**src/rtl/evb_sel_pkg.sv**
```systemverilog
package evb_sel_pkg;
    localparam int RCV_N     = 16;
    localparam int IDX_W     = $clog2(RCV_N);
    localparam int EPR_W     = 24;
    localparam int FAC_W     = 16;
    localparam int INFO_W    = 16;
    localparam int FWD_BIT   = 14;

    typedef struct packed {
        logic              valid;
        logic [IDX_W-1:0]  idx;
        logic              fwd;
        logic [INFO_W-1:0] info;
    } dispatch_t;

    function automatic logic [INFO_W-1:0] stamp_info(input logic [INFO_W-1:0] info,
                                                     input logic fwd);
        logic [INFO_W-1:0] r;
        r = info;
        r[FWD_BIT] = fwd;
        return r;
    endfunction
endpackage

```
**src/rtl/evb_rcv_rotator.sv**
```systemverilog
module evb_rcv_rotator #(
    parameter int RCV_N = 16,
    parameter int EPR_W = 24,
    localparam int IDX_W = $clog2(RCV_N)
) (
    input  logic             clk,
    input  logic             rst,
    input  logic [RCV_N-1:0] mask,
    input  logic             mask_wr,
    input  logic [EPR_W-1:0] evt_per_rcv,
    input  logic             take,
    output logic [IDX_W-1:0] sel_idx
);
    logic             restart_q;
    logic [IDX_W-1:0] cur_q;
    logic [EPR_W-1:0] cnt_q;
    logic             restart_eff;
    logic [EPR_W-1:0] cnt_eff;
    logic [EPR_W:0]   cnt_inc;
    logic [EPR_W:0]   limit;
    logic [IDX_W-1:0] low_idx;
    logic [IDX_W-1:0] nxt_idx;

    always_comb begin
        low_idx = '0;
        for (int i = RCV_N - 1; i >= 0; i--) begin
            if (mask[i]) low_idx = IDX_W'(i);
        end
    end

    always_comb begin
        nxt_idx = sel_idx;
        for (int d = RCV_N - 1; d >= 1; d--) begin
            if (mask[(int'(sel_idx) + d) % RCV_N])
                nxt_idx = IDX_W'((int'(sel_idx) + d) % RCV_N);
        end
    end

    assign restart_eff = restart_q | mask_wr;
    assign sel_idx     = restart_eff ? low_idx : cur_q;
    assign cnt_eff     = restart_eff ? '0 : cnt_q;
    assign cnt_inc     = {1'b0, cnt_eff} + 1'b1;
    assign limit       = (evt_per_rcv == '0) ? (EPR_W+1)'(1) : {1'b0, evt_per_rcv};

    always_ff @(posedge clk) begin
        if (rst) begin
            restart_q <= 1'b1;
            cur_q     <= '0;
            cnt_q     <= '0;
        end else if (take) begin
            restart_q <= 1'b0;
            if (cnt_inc >= limit) begin
                cnt_q <= '0;
                cur_q <= nxt_idx;
            end else begin
                cnt_q <= cnt_inc[EPR_W-1:0];
                cur_q <= sel_idx;
            end
        end else if (mask_wr) begin
            restart_q <= 1'b1;
            cnt_q     <= '0;
        end
    end

    // the held count stays below the limit while the limit is unchanged
    a_r2_cnt_below_limit: assert property (@(posedge clk) disable iff (rst)
        $stable(evt_per_rcv) |-> ({1'b0, cnt_q} < limit));

    // a mask write without an event restarts the rotation
    a_r5_wr_restarts: assert property (@(posedge clk) disable iff (rst)
        (mask_wr && !take) |=> (restart_q && cnt_q == '0));
endmodule

```
**src/rtl/evb_hdr_thinner.sv**
```systemverilog
module evb_hdr_thinner #(
    parameter int FAC_W = 16
) (
    input  logic             clk,
    input  logic             rst,
    input  logic [FAC_W-1:0] factor,
    input  logic             take,
    output logic             fwd
);
    logic [FAC_W-1:0] hcnt_q;
    logic [FAC_W:0]   hinc;

    assign hinc = {1'b0, hcnt_q} + 1'b1;
    assign fwd  = (factor == '0) || (hcnt_q == '0);

    always_ff @(posedge clk) begin
        if (rst) begin
            hcnt_q <= '0;
        end else if (take && factor != '0) begin
            if (hinc >= {1'b0, factor}) hcnt_q <= '0;
            else                        hcnt_q <= hinc[FAC_W-1:0];
        end
    end

    // the header counter holds when no event is dispatched
    a_r7_hold_idle: assert property (@(posedge clk) disable iff (rst)
        !take |=> $stable(hcnt_q));
endmodule

```
**src/rtl/evb_rr_selector.sv**
```systemverilog
module evb_rr_selector
    import evb_sel_pkg::*;
(
    input  logic              clk,
    input  logic              rst,
    input  logic [RCV_N-1:0]  cfg_rcv_mask,
    input  logic              cfg_mask_wr,
    input  logic [EPR_W-1:0]  cfg_evt_per_rcv,
    input  logic [FAC_W-1:0]  cfg_hdr_factor,
    input  logic              evt_accept,
    input  logic [INFO_W-1:0] evt_trg_info,
    output logic              out_valid,
    output logic [IDX_W-1:0]  out_rcv_idx,
    output logic              out_fwd_hdr,
    output logic [INFO_W-1:0] out_trg_info
);
    logic             take;
    logic [IDX_W-1:0] sel_idx;
    logic             fwd;
    dispatch_t        nxt, q;

    assign take = evt_accept && (cfg_rcv_mask != '0);

    evb_rcv_rotator #(.RCV_N(RCV_N), .EPR_W(EPR_W)) u_rot (
        .clk(clk), .rst(rst), .mask(cfg_rcv_mask), .mask_wr(cfg_mask_wr),
        .evt_per_rcv(cfg_evt_per_rcv), .take(take), .sel_idx(sel_idx)
    );

    evb_hdr_thinner #(.FAC_W(FAC_W)) u_thin (
        .clk(clk), .rst(rst), .factor(cfg_hdr_factor), .take(take), .fwd(fwd)
    );

    always_comb begin
        nxt.valid = take;
        nxt.idx   = sel_idx;
        nxt.fwd   = fwd;
        nxt.info  = stamp_info(evt_trg_info, fwd);
    end

    always_ff @(posedge clk) begin
        if (rst) q <= '0;
        else     q <= nxt;
    end

    assign out_valid    = q.valid;
    assign out_rcv_idx  = q.idx;
    assign out_fwd_hdr  = q.fwd;
    assign out_trg_info = q.info;

    // valid only after an accepted event
    a_r11_valid_after_accept: assert property (@(posedge clk) disable iff (rst)
        out_valid |-> $past(evt_accept));

    // a zero mask gives no dispatch
    a_r7_zero_mask_silent: assert property (@(posedge clk) disable iff (rst)
        (evt_accept && cfg_rcv_mask == '0) |=> !out_valid);

    // the index names an enabled receiver
    a_r1_idx_enabled: assert property (@(posedge clk) disable iff (rst)
        out_valid |-> (($past(cfg_rcv_mask) >> out_rcv_idx) & 16'd1) == 16'd1);

    // a zero factor always forwards
    a_r8_zero_factor_fwd: assert property (@(posedge clk) disable iff (rst)
        (out_valid && $past(cfg_hdr_factor) == '0) |-> out_fwd_hdr);

    // the low information bits pass through unchanged
    a_r10_info_low: assert property (@(posedge clk) disable iff (rst)
        out_valid |-> out_trg_info[13:0] == $past(evt_trg_info[13:0]));
endmodule

```
**config.mk**
```make
export PLATFORM = sky130hd
export DESIGN_NAME = evb_rr_selector
export DESIGN_NICKNAME = d
export VERILOG_FILES = /design/src/rtl/evb_sel_pkg.sv /design/src/rtl/evb_rcv_rotator.sv /design/src/rtl/evb_hdr_thinner.sv /design/src/rtl/evb_rr_selector.sv
export SDC_FILE = /design/constraint.sdc
export NUM_CORES = 1
export LEC_CHECK = 0
export BUFFER_PORTS_ARGS = -buffer_cell sky130_fd_sc_hd__buf_4
export CAP_MARGIN = 40
export CORE_MARGIN = 2
export CORE_UTILIZATION = 60
export DETAILED_ROUTE_END_ITERATION = 8
export GPL_TIMING_DRIVEN = 1
export PLACE_DENSITY_LB_ADDON = 0.15
export SYNTH_ARGS = -nofsm -noshare
export SYNTH_HDL_FRONTEND = slang
export SYNTH_SLANG_ARGS = --single-unit
```
**constraint.sdc**
```tcl
create_clock -name clk -period 10.9 [get_ports clk]
set_input_delay 2.725 -clock clk [delete_from_list [all_inputs] [get_ports clk]]
set_output_delay 2.725 -clock clk [all_outputs]
set_load 0.005 [all_outputs]
```
==> tab_implementation.tex <==
\begin{tabular}{lr}
\hline
Metric & Value \\
\hline
\multicolumn{2}{l}{\textbf{Run status}} \\
\quad Run status & complete, no violations \\
\multicolumn{2}{l}{\textbf{Clock network}} \\
\quad Post-cts hold buffer count & 0 \\
\quad \# clock sinks & 66 \\
\quad H-tree depth & 3 \\
\quad Post-cts gate resize count & 0 \\
\quad Skew-Pair Late Insertion Delay & 0.34 ns \\
\quad Clock tree from TritonCTS & yes \\
\quad Maximum root-to-sink buffer count & 2 \\
\quad Post-CTS setup-driven buffer insertion count & 0 \\
\quad Number of clock buffers inserted by TritonCTS & 9 \\
\quad Clock-pin transition on the worst setup and hold timing paths & $\sim$0.05 ns \\
\quad Clock root buffer master & sky130\_fd\_sc\_hd\_\_clkbuf\_16 \\
\multicolumn{2}{l}{\textbf{Synth}} \\
\quad Fraction of registers with async set/reset & 0\% \\
\quad Fraction of synthesized cell area taken by the top area cell type & 18.8\% \\
\quad Xor and xnor area share after synthesis & 5.34\% \\
\quad Complex-gate fraction of the synthesized area & 26.6\% \\
\quad Syn\_area\_per\_cell & 7.46 sq um \\
\quad Share of cell area taken by muxes after synthesis & 6.50\% \\
\quad Number of warning messages in the yosys log & 0 \\
\quad Number of nets in the synthesized netlist & 1068 \\
\quad Synthesis-stage register bit count & 66 \\
\quad Mapped cell area & 7030 sq um \\
\quad Largest cells by area after synthesis & sky130\_fd\_sc\_hd\_\_dfxtp\_1 (19\%), sky130\_fd\_sc\_hd\_\_ha\_1 (8.9\%), sky130\_fd\_sc\_hd\_\_nor2\_1 (5.0\%) \\
\quad Area share of and/or/nand/nor cells after synthesis & 26.9\% \\
\quad Post-synthesis cell type with the largest combined area & sky130\_fd\_sc\_hd\_\_dfxtp\_1 \\
\quad Number of different library cells in the post-synthesis netlist & about 90 \\
\quad Sequential element share of the synthesized area & a little under a fifth \\
\quad Number of synthesized flops with an enable pin & 0 \\
\quad Synthesized instance count & 942 \\
\quad Adder and majority gate portion of the synthesized area & 8.90\% \\
\quad Combinational family with the most area after synthesis & simple AND/OR/NAND/NOR gates \\
\quad Commonest register cell after synthesis & sky130\_fd\_sc\_hd\_\_dfxtp\_1 \\
\multicolumn{2}{l}{\textbf{Final layout}} \\
\quad Final layout net count & 1125 \\
\quad Layout fillers & 974 \\
\quad Layout-stage area growth over the synthesis result & 13.8\% \\
\quad Proportion of layout cells with a drive suffix above 1 & 16.5\% \\
\quad Count of inserted antenna diode cells & 0 \\
\multicolumn{2}{l}{\textbf{Detailed routing}} \\
\quad Average wire per standard cell & 17.6 um \\
\quad Routed wire length & around 20 mm \\
\quad Initial DRT Pass Iterations & 7 \\
\quad Number of nets with antenna violations after routing & 0 \\
\quad Total number of vias & between 7k and 8k \\
\quad Post-detailed-route via-to-cell ratio & about 6.4 \\
\quad Drt initial violations & between 600 and 700 \\
\quad Count of unresolved DRC violations after routing & 0 \\
\multicolumn{2}{l}{\textbf{STA}} \\
\quad Shortest period the worst path allows & 8.20 ns \\
\quad Final number of setup-violating endpoints & 0 \\
\quad Final total negative setup slack & 0 ns \\
\quad Max Clk Rate & 122 MHz \\
\quad Count of endpoints failing hold in the final timing report & 0 \\
\quad Period utilisation layout & around three quarters \\
\quad Worst Clk Skew & 0.00558 ns \\
\quad Setup repair after global routing missed its margin & false \\
\quad Final max-slew violation count & 0 \\
\quad Worst rel slew slack & between 30 and 40\% \\
\quad Slew @ Worst Pin & approximately 0.95 ns \\
\multicolumn{2}{l}{\textbf{Worst setup path}} \\
\quad Category of the worst setup path capture point & flip-flop \\
\quad WS Path Type & input port to flip-flop \\
\quad Critical Path AT & about 8.4 ns \\
\quad Critical path launch point type & input port \\
\quad CP Max Fanout & 13 \\
\quad Data required time at the worst endpoint & 11.13 ns \\
\multicolumn{2}{l}{\textbf{Floorplan}} \\
\quad Top-level port count & 98 \\
\quad Total die area & $\sim$13000 sq um \\
\quad Core outline area & between 10000 and 15000 sq um \\
\quad Die X-Extent & 112 um \\
\quad Starting density of the core & 61.6\% \\
\quad Vertical die dimension & between 100 and 150 um \\
\quad Site row count & 39 \\
\multicolumn{2}{l}{\textbf{Global route}} \\
\quad Maximum number of pins on one net before global-route repair & 71 \\
\quad GR Util All Layers & 31.5\% \\
\quad Initial antenna violation count & 0 \\
\quad Number of global-route vias before repair & 6655 \\
\quad Wire length of the first global-routing pass & around 33 mm \\
\quad Final global-route overflow total & 0 \\
\multicolumn{2}{l}{\textbf{Power}} \\
\quad Leak Pwr & 3.46 nW \\
\quad Share of total power in the clock network & between 30\% and 40\% \\
\quad Portion of total power attributed to sequential cells & 31.3\% \\
\quad Total power draw & 0.000799 W \\
\quad P per Cell Area & 99.9 nW/um\^{}2 \\
\quad Proportion of power drawn by combinational gates & between 30\% and 40\% \\
\quad Peak supply drop & 0.165 mV \\
\quad Switching power share of the total & 35.4\% \\
\quad Switching power of the nets & 0.000283 W \\
\quad Internal power component & 0.000516 W \\
\multicolumn{2}{l}{\textbf{Placement}} \\
\quad HPWL Detailed & 15.2 mm \\
\quad Global placer's final weighted congestion & $\sim$1.1 \\
\quad Port Buffer Count & 96 \\
\multicolumn{2}{l}{\textbf{Job}} \\
\quad Reported max-cap violation count & 0 \\
\multicolumn{2}{l}{\textbf{Worst hold path}} \\
\quad Hold Crit Class & flip-flop to flip-flop \\
\hline
\end{tabular}
## cell type report
class / count / area (sq um) / share of cell area [%]
Timing Repair Buffer: 102 / 766 / 9.57
Inverter: 62 / 238 / 2.97
Multi-Input combinational cell: 758 / 5220 / 65.2
Sequential cell: 66 / 1320 / 16.5
Tap cell: 143 / 179 / 2.24
Clock buffer: 10 / 239 / 2.99
Clock inverter: 6 / 41.3 / 0.516
## per-stage QoR
stage / utilization (%) / hold slack [ns] / area, sq um / setup slack [ns] / instances
after global routing: 70.1 / 0.552 / 8000 / 2.18 / 1147
after CTS: 70.1 / 0.497 / 8000 / 2.84 / 1147
final: 70.1 / 0.499 / 8000 / 2.70 / 1147
after detailed placement: 67.6 / 0.488 / 7720 / 2.48 / 1131
after floorplan: - / 0.462 / 7030 / 3.75 / 942
after global placement: 67.6 / 0.482 / 7720 / 2.60 / 1131
## worst paths after layout
path                            slack (ns)             start  depth (start not counted)                to
worst min register to register        0.50  u_thin.hcnt_q[1]                          2  u_thin.hcnt_q[1]
worst min-delay path                  0.50  u_thin.hcnt_q[1]                          2  u_thin.hcnt_q[1]
worst max-delay path                  2.70       cfg_mask_wr                         23    u_rot.cur_q[3]
worst max register to register        4.85   u_rot.restart_q                         22    u_rot.cur_q[3]
## synthesized netlist by cell type, drive strengths merged, types with 12 or more instances
cell type,number
nor3,20
xnor2,19
dfxtp,66
ha,50
a22oi,28
clkbuf,38
mux2i,20
nand3,40
a211oi,13
a21oi,42
o211ai,28
o21a,12
buf,18
inv,61
nand4,29
o21ai,44
nor2,96
nand2,81
xor2,23
nor2b,25
nor4,20
## registers in the layout (all words and copies together), names as in the netlist
signal and count:
u_rot.cnt_q 24, out_valid 1, u_rot.restart_q 1, u_rot.cur_q 4, u_thin.hcnt_q 16, out_trg_info 16, out_rcv_idx 4
## cells by family (layout without fill, tap and decap cells)
family	Yosys count	count (layout)
adders and majority gates	50	50
AOI/OAI and AO/OA	258	258
buffers and inverters	118	180
muxes	36	36
DFF	66	66
xor gates and xnor gates	42	42
and+or+nand+nor	372	372
## worst max-delay path, stage by stage
cell and delay, ns:
sky130_fd_sc_hd__buf_4 0.13, sky130_fd_sc_hd__nor2_1 0.44, sky130_fd_sc_hd__buf_4 0.31, sky130_fd_sc_hd__nand2_1 0.13, sky130_fd_sc_hd__inv_1 0.11, sky130_fd_sc_hd__ha_1 0.19, sky130_fd_sc_hd__nand4_1 0.19, sky130_fd_sc_hd__nor2_1 0.28
sky130_fd_sc_hd__nand4_1 0.31, sky130_fd_sc_hd__nor3_1 0.46, sky130_fd_sc_hd__nand3_1 0.16, sky130_fd_sc_hd__xor2_1 0.20, sky130_fd_sc_hd__nor2_1 0.06, sky130_fd_sc_hd__ha_1 0.31, sky130_fd_sc_hd__and4_1 0.20, sky130_fd_sc_hd__nand3_1 0.10
sky130_fd_sc_hd__o21ba_2 0.17, sky130_fd_sc_hd__o31ai_1 0.31, sky130_fd_sc_hd__and3_1 0.38, sky130_fd_sc_hd__mux2_2 0.37, sky130_fd_sc_hd__mux2i_1 0.38, sky130_fd_sc_hd__o211ai_1 0.27, sky130_fd_sc_hd__and3_1 0.24
## power groups by stage
stage | Sequential [W] | Clock, W | Combinational [W]
2_1_floorplan | 0.000255 | 0 | 0.000188
3_3_place_gp | 0.000256 | 0 | 0.000270
6_report | 0.000251 | 0.000270 | 0.000278
5_1_grt | 0.000251 | 0.000282 | 0.000302
4_1_cts | 0.000250 | 0.000273 | 0.000272
3_5_place_dp | 0.000256 | 0 | 0.000270
## per-layer routing
layer  GRT usage, %  up-vias  wire length (um)
met5              0        -                 0
met4           14.3        0               891
met3           5.56       64              1250
met2           49.8      328              8980
met1           42.0     3327              9050
li1               -     3611                 -
## placed cells by master (no fill, tap or decap), types with 11 or more instances in the layout
master,netlist,final
sky130_fd_sc_hd__nor2b_1,25,25
sky130_fd_sc_hd__a22oi_1,28,28
sky130_fd_sc_hd__o211ai_1,28,28
sky130_fd_sc_hd__o21a_1,12,12
sky130_fd_sc_hd__o21ai_0,37,37
sky130_fd_sc_hd__buf_4,1,102
sky130_fd_sc_hd__xnor2_1,18,18
sky130_fd_sc_hd__a21oi_1,38,38
sky130_fd_sc_hd__and3_1,11,11
sky130_fd_sc_hd__nand2_1,81,81
sky130_fd_sc_hd__nor4_1,19,19
sky130_fd_sc_hd__nand3_1,40,40
sky130_fd_sc_hd__xor2_1,23,23
sky130_fd_sc_hd__nor2_1,93,93
sky130_fd_sc_hd__dfxtp_1,66,66
sky130_fd_sc_hd__nor3_1,20,20
sky130_fd_sc_hd__a21o_1,11,11
sky130_fd_sc_hd__inv_1,61,61
sky130_fd_sc_hd__a211oi_1,12,12
sky130_fd_sc_hd__nand4_1,29,29
sky130_fd_sc_hd__mux2i_1,19,19
sky130_fd_sc_hd__ha_1,50,50
Note: power is estimated with default switching activity, not from simulation.
